File: src/rtl/mis_split_pkg.sv
package mis_split_pkg;

    localparam logic [1:0] SZ_BYTE = 2'd0;
    localparam logic [1:0] SZ_WORD = 2'd1;
    localparam logic [1:0] SZ_LONG = 2'd2;

    localparam int unsigned DATA_W   = 32;
    localparam int unsigned MAX_PCS  = 3;

    function automatic logic [2:0] size_bytes(input logic [1:0] sz);
        unique case (sz)
            SZ_BYTE: size_bytes = 3'd1;
            SZ_WORD: size_bytes = 3'd2;
            default: size_bytes = 3'd4;
        endcase
    endfunction

    function automatic logic [DATA_W-1:0] size_mask(input logic [1:0] sz);
        unique case (sz)
            SZ_BYTE: size_mask = 32'h0000_00FF;
            SZ_WORD: size_mask = 32'h0000_FFFF;
            default: size_mask = 32'hFFFF_FFFF;
        endcase
    endfunction

endpackage

File: src/rtl/mis_split_plan.sv
module mis_split_plan
    import mis_split_pkg::*;
(
    input  logic [1:0]               lo_addr,
    input  logic [1:0]               op_size,
    output logic [1:0]               n_pieces,
    output logic [MAX_PCS-1:0][1:0]  piece_sz
);

    always_comb begin
        n_pieces    = 2'd1;
        piece_sz[0] = op_size;
        piece_sz[1] = SZ_BYTE;
        piece_sz[2] = SZ_BYTE;
        if (op_size == SZ_WORD && lo_addr[0]) begin
            n_pieces    = 2'd2;
            piece_sz[0] = SZ_BYTE;
        end else if (op_size[1]) begin
            piece_sz[0] = SZ_LONG;
            if (lo_addr[0]) begin
                n_pieces    = 2'd3;
                piece_sz[0] = SZ_BYTE;
                piece_sz[1] = SZ_WORD;
            end else if (lo_addr[1]) begin
                n_pieces    = 2'd2;
                piece_sz[0] = SZ_WORD;
                piece_sz[1] = SZ_WORD;
            end
        end
    end

endmodule

File: src/rtl/mis_split_steer.sv
module mis_split_steer
    import mis_split_pkg::*;
(
    input  logic [DATA_W-1:0] operand,
    input  logic [2:0]        bytes_left,
    input  logic [1:0]        pc_size,
    input  logic              is_write,
    output logic [DATA_W-1:0] lane
);

    logic [2:0] lead;
    logic [5:0] shamt;

    always_comb begin
        lead  = bytes_left - size_bytes(pc_size);
        shamt = {lead, 3'b000};
        lane  = is_write ? ((operand >> shamt) & size_mask(pc_size)) : '0;
    end

endmodule

File: src/rtl/mis_split_gather.sv
module mis_split_gather
    import mis_split_pkg::*;
(
    input  logic [DATA_W-1:0] acc,
    input  logic [DATA_W-1:0] piece,
    input  logic [1:0]        pc_size,
    output logic [DATA_W-1:0] merged
);

    logic [5:0] shamt;

    always_comb begin
        shamt  = {size_bytes(pc_size), 3'b000};
        merged = (acc << shamt) | (piece & size_mask(pc_size));
    end

endmodule

File: src/rtl/mis_split.sv
module mis_split
    import mis_split_pkg::*;
#(
    parameter int unsigned ADDR_W = 32
) (
    input  logic              clk,
    input  logic              rst_n,
    input  logic              req_valid,
    output logic              req_ready,
    input  logic [ADDR_W-1:0] req_addr,
    input  logic [1:0]        req_size,
    input  logic              req_write,
    input  logic [31:0]       req_wdata,
    output logic              bus_valid,
    output logic [ADDR_W-1:0] bus_addr,
    output logic [1:0]        bus_size,
    output logic              bus_write,
    output logic [31:0]       bus_wdata,
    input  logic [31:0]       bus_rdata,
    output logic              done,
    output logic [31:0]       rdata
);

    localparam int unsigned PAD_W = ADDR_W - 3;

    typedef enum logic {ST_IDLE, ST_XFER} state_e;

    state_e                     st_q;
    logic [ADDR_W-1:0]          addr_q;
    logic [1:0]                 idx_q;
    logic [1:0]                 npc_q;
    logic [MAX_PCS-1:0][1:0]    plan_q;
    logic [2:0]                 rem_q;
    logic                       write_q;
    logic [DATA_W-1:0]          wdata_q;
    logic [DATA_W-1:0]          acc_q;

    logic [1:0]                 plan_n;
    logic [MAX_PCS-1:0][1:0]    plan_sz;
    logic [1:0]                 cur_sz;
    logic                       last_pc;
    logic                       accept;
    logic [DATA_W-1:0]          lane;
    logic [DATA_W-1:0]          merged;

    mis_split_plan u_plan (
        .lo_addr  (req_addr[1:0]),
        .op_size  (req_size),
        .n_pieces (plan_n),
        .piece_sz (plan_sz)
    );

    mis_split_steer u_steer (
        .operand    (wdata_q),
        .bytes_left (rem_q),
        .pc_size    (cur_sz),
        .is_write   (write_q),
        .lane       (lane)
    );

    mis_split_gather u_gather (
        .acc     (acc_q),
        .piece   (bus_rdata),
        .pc_size (cur_sz),
        .merged  (merged)
    );

    always_comb begin
        unique case (idx_q)
            2'd0:    cur_sz = plan_q[0];
            2'd1:    cur_sz = plan_q[1];
            default: cur_sz = plan_q[2];
        endcase
        last_pc = (idx_q == npc_q - 2'd1);
        accept  = (st_q == ST_IDLE) && req_valid;
    end

    // State register and datapath registers
    always_ff @(posedge clk or negedge rst_n) begin
        if (!rst_n) begin
            st_q    <= ST_IDLE;
            addr_q  <= '0;
            idx_q   <= '0;
            npc_q   <= 2'd1;
            plan_q  <= '0;
            rem_q   <= 3'd1;
            write_q <= 1'b0;
            wdata_q <= '0;
            acc_q   <= '0;
        end else begin
            unique case (st_q)
                ST_IDLE: begin
                    if (accept) begin          // ACCEPT
                        st_q    <= ST_XFER;
                        addr_q  <= req_addr;
                        idx_q   <= '0;
                        npc_q   <= plan_n;
                        plan_q  <= plan_sz;
                        rem_q   <= size_bytes(req_size);
                        write_q <= req_write;
                        wdata_q <= req_wdata;
                        acc_q   <= '0;
                    end
                end
                ST_XFER: begin
                    if (last_pc) begin         // FINISH
                        st_q <= ST_IDLE;
                    end else begin             // STEP
                        addr_q <= addr_q + {{PAD_W{1'b0}}, size_bytes(cur_sz)};
                        idx_q  <= idx_q + 2'd1;
                        rem_q  <= rem_q - size_bytes(cur_sz);
                        acc_q  <= merged;
                    end
                end
                default: st_q <= ST_IDLE;
            endcase
        end
    end

    // Outputs
    always_comb begin
        req_ready = (st_q == ST_IDLE);
        bus_valid = (st_q == ST_XFER);
        bus_addr  = addr_q;
        bus_size  = cur_sz;
        bus_write = write_q;
        bus_wdata = bus_valid ? lane : '0;
        done      = bus_valid && last_pc;
        rdata     = (done && !write_q) ? merged : '0;
    end

    AST_READY_AFTER_DONE: assert property (@(posedge clk) disable iff (!rst_n)
        done |=> req_ready);

    AST_FIRST_AT_REQ: assert property (@(posedge clk) disable iff (!rst_n)
        (req_valid && req_ready) |=> (bus_valid && bus_addr == $past(req_addr)));

    AST_PIECE_ALIGNED: assert property (@(posedge clk) disable iff (!rst_n)
        bus_valid |-> ((bus_size == SZ_BYTE) ||
                       (bus_size == SZ_WORD && !bus_addr[0]) ||
                       (bus_addr[1:0] == 2'b00)));

    AST_ADDR_STEP: assert property (@(posedge clk) disable iff (!rst_n)
        (bus_valid && !done) |=> (bus_valid &&
            bus_addr == $past(bus_addr) + {{PAD_W{1'b0}}, size_bytes($past(bus_size))}));

    AST_ODD_LONG_SEQ: assert property (@(posedge clk) disable iff (!rst_n)
        (req_valid && req_ready && req_size == SZ_LONG && req_addr[0])
        |=> (bus_size == SZ_BYTE && !done) ##1 (bus_size == SZ_WORD && !done)
            ##1 (bus_size == SZ_BYTE && done));

    AST_IDLE_QUIET: assert property (@(posedge clk) disable iff (!rst_n)
        req_ready |-> (!bus_valid && !done));

endmodule

File: config.mk
export PLATFORM = sky130hd
export DESIGN_NAME = mis_split
export DESIGN_NICKNAME = d
export VERILOG_FILES = /design/src/rtl/mis_split_pkg.sv /design/src/rtl/mis_split_plan.sv /design/src/rtl/mis_split_steer.sv /design/src/rtl/mis_split_gather.sv /design/src/rtl/mis_split.sv
export SDC_FILE = /design/constraint.sdc
export NUM_CORES = 1
export LEC_CHECK = 0
export ABC_CLOCK_PERIOD_IN_PS = 5170
export BUFFER_PORTS_ARGS = -buffer_cell sky130_fd_sc_hd__buf_2
export CAP_MARGIN = 25
export CELL_PAD_IN_SITES_DETAIL_PLACEMENT = 1
export CELL_PAD_IN_SITES_GLOBAL_PLACEMENT = 1
export CORE_MARGIN = 5
export CORE_UTILIZATION = 30
export CTS_BUF_LIST = sky130_fd_sc_hd__clkbuf_8
export DETAILED_ROUTE_END_ITERATION = 10
export HOLD_SLACK_MARGIN = 0.12
export PLACE_DENSITY_LB_ADDON = 0.1
export SKIP_CTS_REPAIR_TIMING = 1
export SKIP_LAST_GASP = 1
export SYNTH_ARGS = -nofsm -noshare
export SYNTH_HDL_FRONTEND = slang
export SYNTH_HIERARCHICAL = 1
export SYNTH_SLANG_ARGS = --single-unit
File: constraint.sdc
create_clock -name clk -period 5.17 [get_ports clk]
set_input_delay 0.2585 -clock clk [delete_from_list [all_inputs] [get_ports clk]]
set_output_delay 0.2585 -clock clk [all_outputs]
set_load 0.01 [all_outputs]
**Word level (Yosys, flattened, before mapping)**

Cells that the tools add are included.

- Bits of input ports: 102
- Output and inout bits: 102
- Logic and storage cells: 70
- Flip-flop bits (word level): 109

- Bitwise gates (word level): 4
- Equal/unequal tests: 6
- Add/subtract/negate cells: 5
- Shifts and indexed selects: 2
- Reduce and logical (&&, ||, !) cells: 10
- Multiplexer cells: 33

Operators with widths:

| operator | count |
|---|---|
| 2-to-1 mux 32 bit | 7 |
| case mux 32 bit (2 select lines) | 3 |
| AND 32 bit | 2 |
| adder 32 x 3 -> 32 bit | 1 |
| bitwise OR 32 bit | 1 |
| << shifter 32 x 6 -> 32 bit | 1 |
| right shift 32 x 6 -> 32 bit | 1 |
| 2-to-1 mux 3 bit | 6 |
| case mux 3 bit (2 select lines) | 3 |
| 2-to-1 mux 2 bit | 8 |
| case mux 2 bit (2 select lines) | 2 |
| == test 2 x 1 -> 1 bit, second input constant | 3 |
| logical NOT 2 bit | 3 |
| subtractor 3 bit | 2 |
| logical AND 1 bit | 4 |
| 2-to-1 mux 4 bit | 1 |
| AND reduction 2 bit | 2 |
| adder 2 x 1 -> 2 bit, second input constant | 1 |
| == test 2 bit | 1 |
| 2-to-1 mux 1 bit | 2 |
| != test 2 x 1 -> 1 bit, second input constant | 1 |
| != test 2 bit, second input constant | 1 |
| case mux 1 bit (2 select lines) | 1 |
| subtractor 2 x 1 -> 2 bit, second input constant | 1 |
| other kinds (2) | 2 |

**Logic depth before layout (Yosys ltp)**

- Depth after elaboration: 9
- Mapped depth: 15
- Gate-level depth less buffers: 14

**Hierarchy**

The synthesis kept the hierarchy.

Modules (own cells, without submodules):

| module | cells an instance | area an instance (um2) | instances | seq. area each (um2) |
|---|---|---|---|---|
| mis_split | 676 | 5,853.1 | 1 | 2,780.2 |
| mis_split_steer | 105 | 698.2 | 1 | 0.0 |
| mis_split_gather | 71 | 491.7 | 1 | 0.0 |
| mis_split_plan | 12 | 80.1 | 1 | 0.0 |

**Least setup slack after synthesis**

Ideal clock, no wire load.

- Path kind: register -> register
- Start point: register idx_q[1]
- End point: register addr_q[22], in the netlist bus_addr[22]
- Buffers on the path: 1
- Arrival: 3.083 ns
- Path slack: 1.950 ns
- Required time: 5.033 ns
- Setup time: 0.137 ns
- Clock period less this slack: 3.220 ns
- Stages on the path, launching flop included: 15
- Cell sequence: dfrtp_1 inv_1 ha_1 a22o_1 a21o_1 nor2_1 ha_1 inv_1 fa_1 nor2b_1 o2111ai_1 clkbuf_1 nor4_1 xnor2_1 a21oi_1

- Word-level cells in the longest chain between the ends: 9
- Elaborated cells between the ends (all ways): 14
- Those cells by class: add/sub: 1; eq/ne: 4; mux: 6; reduce/logical: 3

RTL lines:

| item | line | RTL |
|---|---|---|
| from (decl) | mis_split.sv:30 | `logic [1:0] idx_q;` |
| from (signal assigned) | mis_split.sv:110 | `idx_q <= idx_q + 2'd1;` |
| == test 2 x 1 -> 1 bit or logical NOT 2 bit (tied branches) | mis_split.sv:69 | `unique case (idx_q)` |
| case mux 2 bit (2 select lines) * | mis_split.sv:69 |  |
| net bus_size[1] | mis_split.sv:16 | `output logic [1:0] bus_size,` |
| == test 2 x 1 -> 1 bit or logical NOT 2 bit (tied branches) | mis_split_pkg.sv:11 | `unique case (sz)` |
| case mux 3 bit (2 select lines) * | mis_split_pkg.sv:11 |  |
| 2-to-1 mux 3 bit * | mis_split.sv:106 | `if (last_pc) begin` |
| 2-to-1 mux 3 bit * | mis_split.sv:91 | `unique case (st_q)` |
| adder 32 x 3 -> 32 bit * | mis_split.sv:109 | `addr_q <= addr_q + {{PAD_W{1'b0}}, size_bytes(cur_sz)};` |
| 2-to-1 mux 32 bit * | mis_split.sv:106 |  |
| case mux 32 bit (2 select lines) * | mis_split.sv:91 |  |
| to (signal assigned) | mis_split.sv:95 | `addr_q <= req_addr;` |
| to (signal assigned) | mis_split.sv:109 |  |
| to (decl) | mis_split.sv:29 | `logic [ADDR_W-1:0] addr_q;` |

The timed path passes the listed nets; every way through them passes the cells marked *. The select of a mux whose other input is x is not followed.
A chain may end at the register's enable or synchronous reset.

**Worst setup path after layout**

- Start point: register idx_q[1]
- End point: output bus_wdata[6]

- Word-level cells in the longest chain between the ends: 9
- Elaborated cells between the ends (all ways): 11
- Those cells by class: add/sub: 1; eq/ne: 2; shift: 1; mux: 4; bitwise: 1; reduce/logical: 2

RTL lines:

| item | line | RTL |
|---|---|---|
| == test 2 x 1 -> 1 bit or logical NOT 2 bit (tied branches) | mis_split.sv:69 |  |
| case mux 2 bit (2 select lines) * | mis_split.sv:69 |  |
| == test 2 x 1 -> 1 bit or logical NOT 2 bit (tied branches) | mis_split_pkg.sv:11 |  |
| case mux 3 bit (2 select lines) * | mis_split_pkg.sv:11 |  |
| subtractor 3 bit * | mis_split_steer.sv:15 | `lead = bytes_left - size_bytes(pc_size);` |
| right shift 32 x 6 -> 32 bit * | mis_split_steer.sv:17 | `lane = is_write ? ((operand >> shamt) & size_mask(pc_size)) : '0;` |
| AND 32 bit * | mis_split_steer.sv:17 |  |
| 2-to-1 mux 32 bit * | mis_split_steer.sv:17 |  |
| net lane[6] | mis_split.sv:43 | `logic [DATA_W-1:0] lane;` |
| 2-to-1 mux 32 bit * | mis_split.sv:127 | `bus_wdata = bus_valid ? lane : '0;` |
| to (decl) | mis_split.sv:18 | `output logic [31:0] bus_wdata,` |

The timed path passes the listed nets; every way through them passes the cells marked *.

==> results.md <==
| Metric | This run | Unit |
| --- | --- | --- |
| Outcome | completed | - |
| Critical Path RT | 4.91 | ns |
| Crit. End Element | primary output | - |
| Final count of pins violating max slew | 0 | - |
| Via count | 6,613 | - |
| Critical Path Start Type | register | - |
| Dpl ws | 1.31 | ns |
| Power per cell area | 687 | nW/um2 |
| VDD IR-drop max | 0.394 | mV |
| Combined flip-flop and latch cell area | 2580 | um2 |
| Worst Max-Slew Pin Slew | 0.914 | ns |
| Worst-skew pair later-pin latency | 0.39 | ns |
| Hold WS | 0.118 | ns |
| Cell leakage power | 4.19 | nW |
| Final clock period utilization by the worst path | 82.9 | % |
| Worst clock skew | 0.0180 | ns |
| Std-Cell Core Area | 22,500 | um2 |
| Area of combinational cells with multiple inputs | 3860 | um2 |
| CP arrival | 4.03 | ns |
| Share of layout cells above drive strength 1 | 26.3 | % |
| Largest delay share family, worst path | buffers and inverters | - |
| Critical-path cell list | inv_1 -> ha_1 -> nor2_1 -> nand2_1 -> nand2_1 -> buf_4 -> nor2b_1 -> fa_1 -> inv_1 -> a211oi_1 -> a211oi_1 -> and2_1 -> buf_2 | - |
| Largest net degree at the start of global routing | 70 | - |
| Effective utilization at floorplan | 30.3 | % |
| Number of vias per cell | 5.00 | - |
| P&R area growth vs syn | 25.7 | % |
| Final RePlAce weighted congestion | 0.780 | - |
| Number of placed I/O pins | 204 | - |
| Total Routing Usage GR | 17.9 | % |
| Longest individual stage delay on the worst path | 0.69 | ns |
| Number of hold violations in the final report | 0 | - |
| Commonest cells after routing, fill and taps aside | 212 x sky130_fd_sc_hd__nand2_1, 202 x sky130_fd_sc_hd__buf_2, 100 x sky130_fd_sc_hd__dfrtp_1, 67 x sky130_fd_sc_hd__and2_1 | - |
| Detailed-router iteration count before antenna repair | 4 | - |
| Maximum frequency from static timing analysis | 0.233 | GHz |
| Final critical delay including setup and external delays | 4.29 | ns |
| Worst hold path type | in2reg | - |
| Diodes inserted | 0 | - |
| H-tree lvl count | 3 | - |
| Initial antenna violation count | 0 | - |
| Post-DRT Antenna Nets | 0 | - |
| Root buffer cell | sky130_fd_sc_hd__clkbuf_8 | - |
| Count of input and output buffers | 203 | - |
| Relative slew margins | 39.1 | % |
| Final Total Pwr | 5.89 | mW |
| Initial DRC Count | 279 | - |
| Area of the mapped netlist | 6820 | um2 |
| Setup-violating endpoint count in the final report | 0 | - |
| Routed len/inst | 18.1 | um |
| Number of max-capacitance violations reported | 0 | - |
| Synth Warn # | 6 | - |
| Clock tree from TritonCTS | done | - |
| Number of buffers inserted during clock tree synthesis | 9 | - |
| Kind of critical path | reg2out | - |
| Total routed wirelength | 23.9 | mm |
| Die Outline Area | 25,900 | um2 |
| Critical path fanouts, max | 24 | - |
| Buffers and inverters on the worst path | 4 | - |
| Floorplan die width | 161 | um |
| Count of filler cells inserted in the layout | 2,775 | - |
| Most common library cell in the layout ignoring fill and taps | sky130_fd_sc_hd__nand2_1 | - |
| Overflow left after global routing | 0 | - |
| Post-layout net count | 1,144 | - |
| Setup_tns | 0 | ns |
| HPWL reported at the end of detailed placement | 16.8 | mm |
| First-pass GRT wire length | 37.7 | mm |
| RSZ-0062 raised after global routing | false | - |
| Deepest clock path buffer count | 2 | - |
| Number of global-route vias before repair | 6,724 | - |
| Post-synthesis cell count | 832 | - |
| Highest-delay cell along the critical path | sky130_fd_sc_hd__inv_1 | - |
| Placement row count | 55 | - |
| Mapped Avg Cell Area | 8.20 | um2 |
| Clock input transition at the sequential cells of the worst setup and hold paths | 0.10 | ns |
| Number of design rule violations left after detail routing | 0 | - |
| Final worst-path setup slack | 0.883 | ns |
| Sink count of the clock tree | 103 | - |
| Height of the chip | 161 | um |
==> per-layer routing <==
metal | vias up | GRT usage [%] | wire length [um]
met1 | 3247 | 24.1 | 11200
met3 | 13 | 3.64 | 963
li1 | 3224 | - | -
met2 | 129 | 30.2 | 11500
met4 | 0 | 3.33 | 214
met5 | - | 0 | 0
==> flip-flops by register name (all words and copies together), names as in the netlist, 2 cells and up <==
signal and flops:
plan_q 6, npc_q 2, bus_addr 32, wdata_q 32, acc_q 24, idx_q 2
rem_q 3
==> through the flow <==
stage	util [%]	instance area, um2	instances
4_1_cts	36.3	8160	1281
2_1_floorplan	-	6830	834
3_5_place_dp	35.5	7980	1265
6_report	38.1	8580	1322
5_1_grt	38.1	8580	1322
3_3_place_gp	35.4	7960	1263
==> power by group <==
part	internal (mW)	leakage [nW]	switching, mW
registers	1.20	1.26	0.458
logic	1.47	2.83	2.27
clock network	0.199	0.0997	0.299
total	2.86	4.19	3.03
==> cell type report <==
class / count / area share, %
clock buffers: 11 / 1.76
clock inverters: 5 / 0.321
inverters: 15 / 0.656
multi-input cells: 646 / 45.1
flip-flops and latches: 103 / 30.1
well taps: 285 / 4.16
repair buffers: 257 / 18.0
==> worst min-delay path, cell delays in order <==
cell and delay (ns):
sky130_fd_sc_hd__buf_2 0.10, sky130_fd_sc_hd__nand2_1 0.06, sky130_fd_sc_hd__nand2_1 0.05
==> path summary, 6_finish.rpt <==
check	from	slack, ns	depth (start not counted)	to
setup / recovery	idx_q[1]$_DFFE_PN0P_	0.88	13	bus_wdata[6]
hold / removal	req_wdata[13]	0.12	3	wdata_q[13]$_DFFE_PN0P_
setup reg to reg	idx_q[1]$_DFFE_PN0P_	1.47	13	bus_addr[28]$_DFFE_PN0P_
hold reg to reg	npc_q[0]$_DFFE_PN1P_	0.48	2	npc_q[0]$_DFFE_PN1P_
max in group asynchronous	rst_n	3.92	3	rem_q[0]$_DFFE_PN1P_
min in group asynchronous	rst_n	0.34	2	acc_q[3]$_DFFE_PN0P_
Note: power is estimated with default switching activity, not from simulation.
